==> config.mk <==
export PLATFORM = sky130hd
export DESIGN_NAME = flash_fetch_guard
export DESIGN_NICKNAME = d
export VERILOG_FILES = /design/src/rtl/flash_fetch_guard.sv
export SDC_FILE = /design/constraint.sdc
export NUM_CORES = 1
export LEC_CHECK = 0
export CAP_MARGIN = 5
export CORE_MARGIN = 3
export CORE_UTILIZATION = 34
export DETAILED_ROUTE_END_ITERATION = 8
export MAX_ROUTING_LAYER = met4
export PLACE_DENSITY_LB_ADDON = 0.2
export SLEW_MARGIN = 10
export SYNTH_ARGS = -nofsm -noshare
export SYNTH_HDL_FRONTEND = slang
export SYNTH_SLANG_ARGS = --single-unit
==> constraint.sdc <==
create_clock -name hclk -period 4.45 [get_ports hclk]
set_clock_uncertainty 0.05 [all_clocks]
set_input_delay 0.89 -clock hclk [delete_from_list [all_inputs] [get_ports hclk]]
set_output_delay 0.89 -clock hclk [all_outputs]
set_load 0.05 [all_outputs]
==> src/rtl/flash_fetch_guard.sv <==
module flash_fetch_guard #(
  parameter int WIN_LOG2     = 22,
  parameter int SECTOR_LOG2  = 18,
  parameter int LOW_SECTORS  = 13,
  parameter int HIGH_SECTORS = 3,
  parameter int HIGH_BIT     = 28,
  parameter logic [7:0] REG_OFFSET = 8'h2C
) (
  input  logic        hclk,
  input  logic        hresetn,
  input  logic        hsel,
  input  logic [31:0] haddr,
  input  logic [1:0]  htrans,
  input  logic [3:0]  hprot,
  input  logic        hready,
  output logic        hreadyout,
  output logic        hresp,
  output logic        flash_hsel,
  input  logic        flash_hreadyout,
  input  logic        flash_hresp,
  input  logic        reg_sel,
  input  logic        reg_write,
  input  logic [7:0]  reg_addr,
  input  logic [31:0] reg_wdata,
  output logic [31:0] reg_rdata,
  input  logic [31:0] shadow_word
);
  localparam int SEG_W = WIN_LOG2 - SECTOR_LOG2;

  logic [31:0]      perm;
  logic             err1, err2;
  logic             mapped;
  logic [4:0]       bitsel;
  logic [SEG_W-1:0] seg;

  wire unused_bits = &{1'b0, hprot[3:1], htrans[0], haddr[SECTOR_LOG2-1:0]};

  assign seg = haddr[WIN_LOG2-1:SECTOR_LOG2];
  wire in_win     = ~|haddr[31:WIN_LOG2];
  wire addr_phase = hsel & htrans[1] & hready;
  wire reg_hit    = reg_sel & (reg_addr == REG_OFFSET);

  always_comb begin
    mapped = 1'b0;
    bitsel = '0;
    if (int'(seg) < LOW_SECTORS) begin
      mapped = in_win;
      bitsel = 5'(int'(seg));
    end else if (int'(seg) < LOW_SECTORS + HIGH_SECTORS) begin
      mapped = in_win;
      bitsel = 5'(HIGH_BIT + int'(seg) - LOW_SECTORS);
    end
  end

  wire block = addr_phase & ~hprot[0] & mapped & ~perm[bitsel];

  assign flash_hsel = hsel & ~block;
  assign hreadyout  = err1 ? 1'b0 : (err2 ? 1'b1 : flash_hreadyout);
  assign hresp      = (err1 | err2) ? 1'b1 : flash_hresp;
  assign reg_rdata  = reg_hit ? perm : '0;

  always_ff @(posedge hclk) begin
    if (!hresetn)
      perm <= shadow_word;
    else if (reg_hit && reg_write)
      perm <= reg_wdata;
  end

  always_ff @(posedge hclk or negedge hresetn) begin
    if (!hresetn) begin
      err1 <= 1'b0;
      err2 <= 1'b0;
    end else begin
      err1 <= block;
      err2 <= err1;
    end
  end

  assert_reg_write_R2: assert property (@(posedge hclk) disable iff (!hresetn)
    (reg_hit && reg_write) |=> (perm == $past(reg_wdata)));

  assert_err_first_R4: assert property (@(posedge hclk) disable iff (!hresetn)
    (addr_phase && !hprot[0] && in_win && !perm[bitsel] && mapped) |=> (!hreadyout && hresp));

  assert_err_second_R4: assert property (@(posedge hclk) disable iff (!hresetn)
    (!hreadyout && hresp) |=> (hreadyout && hresp));

  assert_no_forward_R5: assert property (@(posedge hclk) disable iff (!hresetn)
    (hsel && htrans[1] && hready && !hprot[0] && mapped && !perm[bitsel]) |-> !flash_hsel);

  assert_data_pass_R6: assert property (@(posedge hclk) disable iff (!hresetn)
    (addr_phase && hprot[0]) |=> (hresp == flash_hresp && hreadyout == flash_hreadyout));

  assert_outside_pass_R8: assert property (@(posedge hclk) disable iff (!hresetn)
    (addr_phase && !in_win) |-> flash_hsel);
endmodule

==> metrics, run 1 <==
status completed; Worst setup EP type output port; placed cells roughly 360; relative slew slack 0.490; post-synthesis mux area share 0.228; Post-DP HPWL about 4700 um; fin. max-slew vios 0; CTS tree done; CTS H-tree lvls 2; Top Ports 153; share of cells above drive strength 1 0.284; Core Area between 5000 and 6000 sq um; die width roughly 84 um; Post-CTS Setup Bufs 0; initial antenna violation count 0; cell row count 27; clk buf depth 2; fin crit share 0.971; Setup crit start kind primary input; Worst Path Max Fanout 4; leakage power between 0.001 and 0.0015 uW; Inserted Diodes 0; Avg Inst Size Synth about 12 sq um; initial core utilization 0.360; post-synth cell types 35; Worst-Margin Slew about 770 ps; first-pass GRT wire length 9240 um; Fin. Hold Viols 0; worst-skew pair later-pin latency 280 ps; Final Instance Count excl. Fillers 371; pin count of the biggest net entering global routing 36; GPL Wtd Cong a little under 0.8; cell count after synthesis around 160; clk slew on worst S/H paths about 70 ps; area fraction in compound gates after synthesis 0.0434; clock sinks 34; worst vdd ir between 0.00015 and 0.0002 V; Seq/Total Area, Yosys 0.494; commonest non-fill, non-tap cell in the layout clkdlybuf4s50_1; GRT busiest layer met2; Yosys warnings 0; Synth Area in XOR/XNOR 0.00428; Synth Register Bits 34; GR Util met2 0.314; Post-CTS Resized 0; met1 global-route usage 0.180; crit-path cells clkdlybuf4s50_1 > inv_1 > ha_1 > and3b_2 > xnor2_2 > mux4_2 > a2111o_1 > and4_1 > buf_4; slowest library cell on the worst path mux4_2; drt initial violations 66; DRC Markers 0; vias per cell just under 5; Setup violations, final 0; gr usage total 0.169; Tmin final between 4000 and 5000 ps; required time of the critical path 3510 ps; Total Routed Length roughly 5900 um; nets around 420; maximum clock frequency around 0.23 GHz; number of global-route vias before repair ~1.9k; Power Density about 220 nW/um^2; largest area contributor in the netlist edfxtp_1; met3 global-route usage 0.0434; setup TNS 0 ps; Routed wire per std cell around 16 um; syn nets about 280; PortBufs 130; top cell type's share of synthesized area 0.470; total CTS buffers 5; most frequent cells in the layout clkdlybuf4s50_1 (96), and2_1 (34), mux2_2 (33); via count 1796; worst slack at placement ~80 ps; Hold Path Class flip-flop to flip-flop; Worst Path Buf+Inv 3; GRT overflow 0; Design Power between 800 and 900 uW; Area Overhead vs Synth 87.8%; CTS root buffer clkbuf_8; final setup margin about 130 ps; crit path DAT ~3400 ps; final antenna-violating net count 0; Adder-Cell Fraction of Synth Area 0.00612; max cap viols 0; die area roughly 7000 sq um; area share of and/or/nand/nor cells after synthesis 0.194; RSZ-0062 raised after global routing no; DRT Pass-1 Iters 4; max incr delay on CP 520 ps; top cells by area, synth edfxtp_1 (47%), mux2_2 (18%), and2_1 (10%); largest family of logic cells by synthesized area multiplexers; CTS Hold Buffers Added 0; Crit Path Category primary input to output port; Mapped Area 2050 sq um; FF-to-FF setup slack around 2800 ps; crit-path leading delay family buffers and inverters; die height between 80 and 90 um
==> final cells by class <==
class	count	area, sq um
fillers	433	1830
repair buffers	137	1630
flip-flops and latches	34	1010
multi-input cells	116	990
well taps	72	90.1
clock buffers	7	76.3
clock inverters	1	30.0
inverters	4	15.0
==> cells in the mapped netlist (all sizes together) <==
cell type / n
a2111o: 1
a211oi: 1
a21oi: 2
a31oi: 1
and2: 34
and3b: 2
and4: 1
and4b: 1
buf: 1
clkbuf: 9
dfrtp: 2
edfxtp: 32
ha: 1
inv: 4
mux2: 33
mux2i: 5
mux4: 2
nand2: 3
nand3: 3
nand3b: 2
nand4: 1
nor2: 5
nor3: 1
nor3b: 2
nor4: 2
nor4b: 2
nor4bb: 1
o211a: 1
o221ai: 2
o311ai: 1
o31a: 1
o41ai: 1
or3: 2
or4b: 1
xnor2: 1
==> sequential cells by signal, indices dropped and copies added (netlist names) <==
register / flops
err2: 1
err1: 1
perm: 32
==> logic make-up (layout without fill, tap and decap cells) <==
logic type / Yosys count / after routing
adders and majority gates: 1 / 1
and+or+nand+nor: 63 / 63
buffers and inverters: 14 / 149
muxes: 40 / 40
xor gates and xnor gates: 1 / 1
DFF: 34 / 34
AOI/OAI and AO/OA: 11 / 11
==> through the flow <==
| step | cell area (sq um) | util | hold slack, ps |
|---|---|---|---|
| after floorplan | 2050 | - | 319 |
| after global placement | 3730 | 0.657 | 339 |
| after detailed placement | 3730 | 0.657 | 342 |
| after CTS | 3830 | 0.675 | 360 |
| after global routing | 3840 | 0.677 | 372 |
| final | 3840 | 0.677 | 353 |
==> worst register-to-register path, delay by kind of cell (launching register included) <==
kind / cells / cell delay, ps
simple gates: 2 / 630
mux: 1 / 490
flops: 1 / 390
==> layer usage <==
metal | vias to the layer above | share of wire
li1 | 881 | -
met1 | 833 | 0.39
met2 | 75 | 0.54
met3 | 7 | 0.064
met4 | 0 | 0.0077
met5 | - | 0
==> final timing paths <==
| kind | startpoint | end | depth (start not counted) |
|---|---|---|---|
| min | err1$_DFF_PN0_ | err2$_DFF_PN0_ | 0 |
| max in group asynchronous | hresetn | err2$_DFF_PN0_ | 1 |
| max | haddr[19] | flash_hsel | 9 |
| max reg2reg | perm[6]$_DFFE_PP_ | err1$_DFF_PN0_ | 3 |
| min reg2reg | err1$_DFF_PN0_ | err2$_DFF_PN0_ | 0 |
| min in group asynchronous | hresetn | err1$_DFF_PN0_ | 1 |
==> power breakdown <==
group | total (uW) | switching [uW] | leakage, uW | internal, uW
clock network | 278 | 110 | 0.0000524 | 168
logic | 171 | 53.6 | 0.00106 | 117
registers | 395 | 11.9 | 0.000341 | 383
total | 844 | 176 | 0.00146 | 668
Power figures use the tool's default switching activity.
==> inputs of run 2 (changes only) <==
--- a/config.mk
+++ b/config.mk
@@ -7,7 +7,7 @@
 export LEC_CHECK = 0
 export CAP_MARGIN = 5
 export CORE_MARGIN = 3
-export CORE_UTILIZATION = 34
+export CORE_UTILIZATION = 37
 export DETAILED_ROUTE_END_ITERATION = 8
 export MAX_ROUTING_LAYER = met4
 export PLACE_DENSITY_LB_ADDON = 0.2
==> constraint.sdc (replaced) <==
create_clock -name hclk -period 5.3 [get_ports hclk]
set_clock_uncertainty 0.05 [all_clocks]
set_input_delay 1.06 -clock hclk [delete_from_list [all_inputs] [get_ports hclk]]
set_output_delay 1.06 -clock hclk [all_outputs]
set_load 0.05 [all_outputs]
==> metrics, run 2 (same netlist as run 1, synthesis figures left out) <==
status completed (unchanged); crit-path cells clkdlybuf4s50_1 > inv_1 > ha_1 > and3b_1 > xnor2_1 > mux4_2 > a2111o_1 > and4_1 > buf_4 (was clkdlybuf4s50_1 > inv_1 > ha_1 > and3b_2 > xnor2_2 > mux4_2 > a2111o_1 > and4_1 > buf_4); clk buf depth 2 (unchanged); required time of the critical path 4190 ps (was 3510 ps); GPL Wtd Cong 0.818 (was 0.780); worst slack at placement 400 ps (was 79.9 ps); drt initial violations 62 (was 66); Core Area 5240 sq um (was 5680 sq um); max reg flops 32 (unchanged); slowest library cell on the worst path mux4_2 (unchanged); CTS Hold Buffers Added 0 (unchanged); total CTS buffers 5 (unchanged); Post-CTS Setup Bufs 0 (unchanged); Total Routed Length 5510 um (was 5850 um); max incr delay on CP 520 ps (about the same); die height 80.4 um (was 83.6 um); CTS tree done (unchanged); GRT overflow 0 (unchanged); multi-input logic area 981 sq um (was 990 sq um); final antenna-violating net count 0 (unchanged); Biggest register perm (unchanged); largest registers perm: 32 flops, err1: 1 flops, err2: 1 flops (unchanged); worst vdd ir 0.000119 V (was 0.000155 V); vias per cell 4.89 (was 4.84); Crit Path Category primary input to output port (unchanged); Post-DP HPWL 4400 um (was 4730 um); share of cells above drive strength 1 0.203 (was 0.284); Fin. Hold Viols 0 (unchanged); clock sinks 34 (unchanged); CTS H-tree lvls 2 (unchanged); Area Overhead vs Synth 69.5% (was 87.8%); max cap viols 0 (unchanged); die width 80.4 um (was 83.6 um); PortBufs 130 (unchanged); Setup violations, final 0 (unchanged); Hold Path Class flip-flop to flip-flop (unchanged); Worst-Margin Slew 844 ps (was 765 ps); cell row count 26 (was 27); Inserted Diodes 0 (unchanged); maximum clock frequency 0.204 GHz; number of global-route vias before repair 1898 (was 1917); via count 1786 (was 1796); final setup margin 391 ps (was 130 ps); pin count of the biggest net entering global routing 36 (unchanged); Filler cells 424 (was 433); Routed wire per std cell 15.1 um (was 15.8 um); relative slew slack 0.436 (was 0.490); leakage power 0.00130 uW (was 0.00146 uW); RSZ-0062 raised after global routing no (unchanged); Tmin final between 4000 and 5000 ps; fin crit share 0.926; DRC Markers 0 (unchanged); die area 6460 sq um (was 6980 sq um); Worst setup EP type output port (unchanged); most frequent cells in the layout clkdlybuf4s50_1 (116), and2_1 (34), mux2_2 (33) (was clkdlybuf4s50_1 (96), and2_1 (34), mux2_2 (33)); setup TNS 0 ps (unchanged); Worst Path Max Fanout 6 (was 4); nets 414 (was 417); commonest non-fill, non-tap cell in the layout clkdlybuf4s50_1 (unchanged); gr usage total 0.177 (was 0.169); fin. max-slew vios 0 (unchanged); register area 1010 sq um (unchanged); Power Density 188 nW/um^2 (was 220 nW/um^2); Post-CTS Resized 0 (unchanged); DRT Pass-1 Iters 4 (unchanged); Setup crit start kind primary input (unchanged); initial antenna violation count 0 (unchanged); clk slew on worst S/H paths 70 ps (about the same); crit path DAT 3800 ps (was 3380 ps); worst-skew pair later-pin latency 280 ps (about the same); first-pass GRT wire length 8590 um (was 9240 um); CTS root buffer clkbuf_8 (unchanged); initial core utilization 0.391 (was 0.360); Layout Utilization 0.662 (was 0.677); Top Ports 153 (unchanged)
-- run 2: cell count changes in the layout (fill, tap and decap cells not counted), sizes merged --
cell,before,now
bufinv,1,0
clkinvlp,0,1
buf,41,18
clkbuf,7,6
clkdlybuf4s50,96,116
-- run 2: worst max-delay path, delay by kind of cell --
kind            cells  cell delay (ps)
xor+xnor            1              180
compound gates      1              440
fa+ha+maj           1              250
simple gates        2              580
buf+inv             3              770
mux                 1              520
-- run 2: layout make-up --
class | instances | share of cell area
repair buffers | 134 | 0.373
flip-flops and latches | 34 | 0.291
multi-input cells | 116 | 0.283
well taps | 70 | 0.0253
clock buffers | 6 | 0.0209
inverters | 4 | 0.00433
clock inverters | 1 | 0.00216
-- run 2: path summary, 6_finish.rpt --
| path | slack [ps] | start | cells past startpoint | endpoint |
|---|---|---|---|---|
| worst max-delay path | 390 | haddr[18] | 9 | flash_hsel |
| worst min-delay path | 350 | err1$_DFF_PN0_ | 0 | err2$_DFF_PN0_ |
| worst max register to register | 3680 | perm[7]$_DFFE_PP_ | 3 | err1$_DFF_PN0_ |
| worst min register to register | 350 | err1$_DFF_PN0_ | 0 | err2$_DFF_PN0_ |
| max in group asynchronous | 3940 | hresetn | 1 | err2$_DFF_PN0_ |
| min in group asynchronous | 790 | hresetn | 1 | err1$_DFF_PN0_ |
-- run 2: per-stage QoR --
step                      hold slack, ps  instances  total power (uW)  instance area [sq um]
after floorplan                      319        164               391                   2050
after global placement               335        358               475                   3390
after global routing                 382        365               681                   3470
final                                352        365               653                   3470
after detailed placement             339        358               478                   3390
after CTS                            355        365               659                   3470
-- run 2: power breakdown --
part,internal (uW),switching [uW]
registers,322,9.29
clock network,90.1,92.2
logic,96.0,43.7
total,508,145
-- run 2: layer usage --
| metal | up-vias | GRT usage | wire, um | share of wire |
|---|---|---|---|---|
| met1 | 831 | 0.199 | 2220 | 0.40 |
| met2 | 79 | 0.316 | 2830 | 0.51 |
| met5 | - | - | 0 | 0 |
| met3 | 2 | 0.0460 | 433 | 0.079 |
| met4 | 0 | 0.0355 | 20 | 0.0036 |
| li1 | 874 | - | - | - |
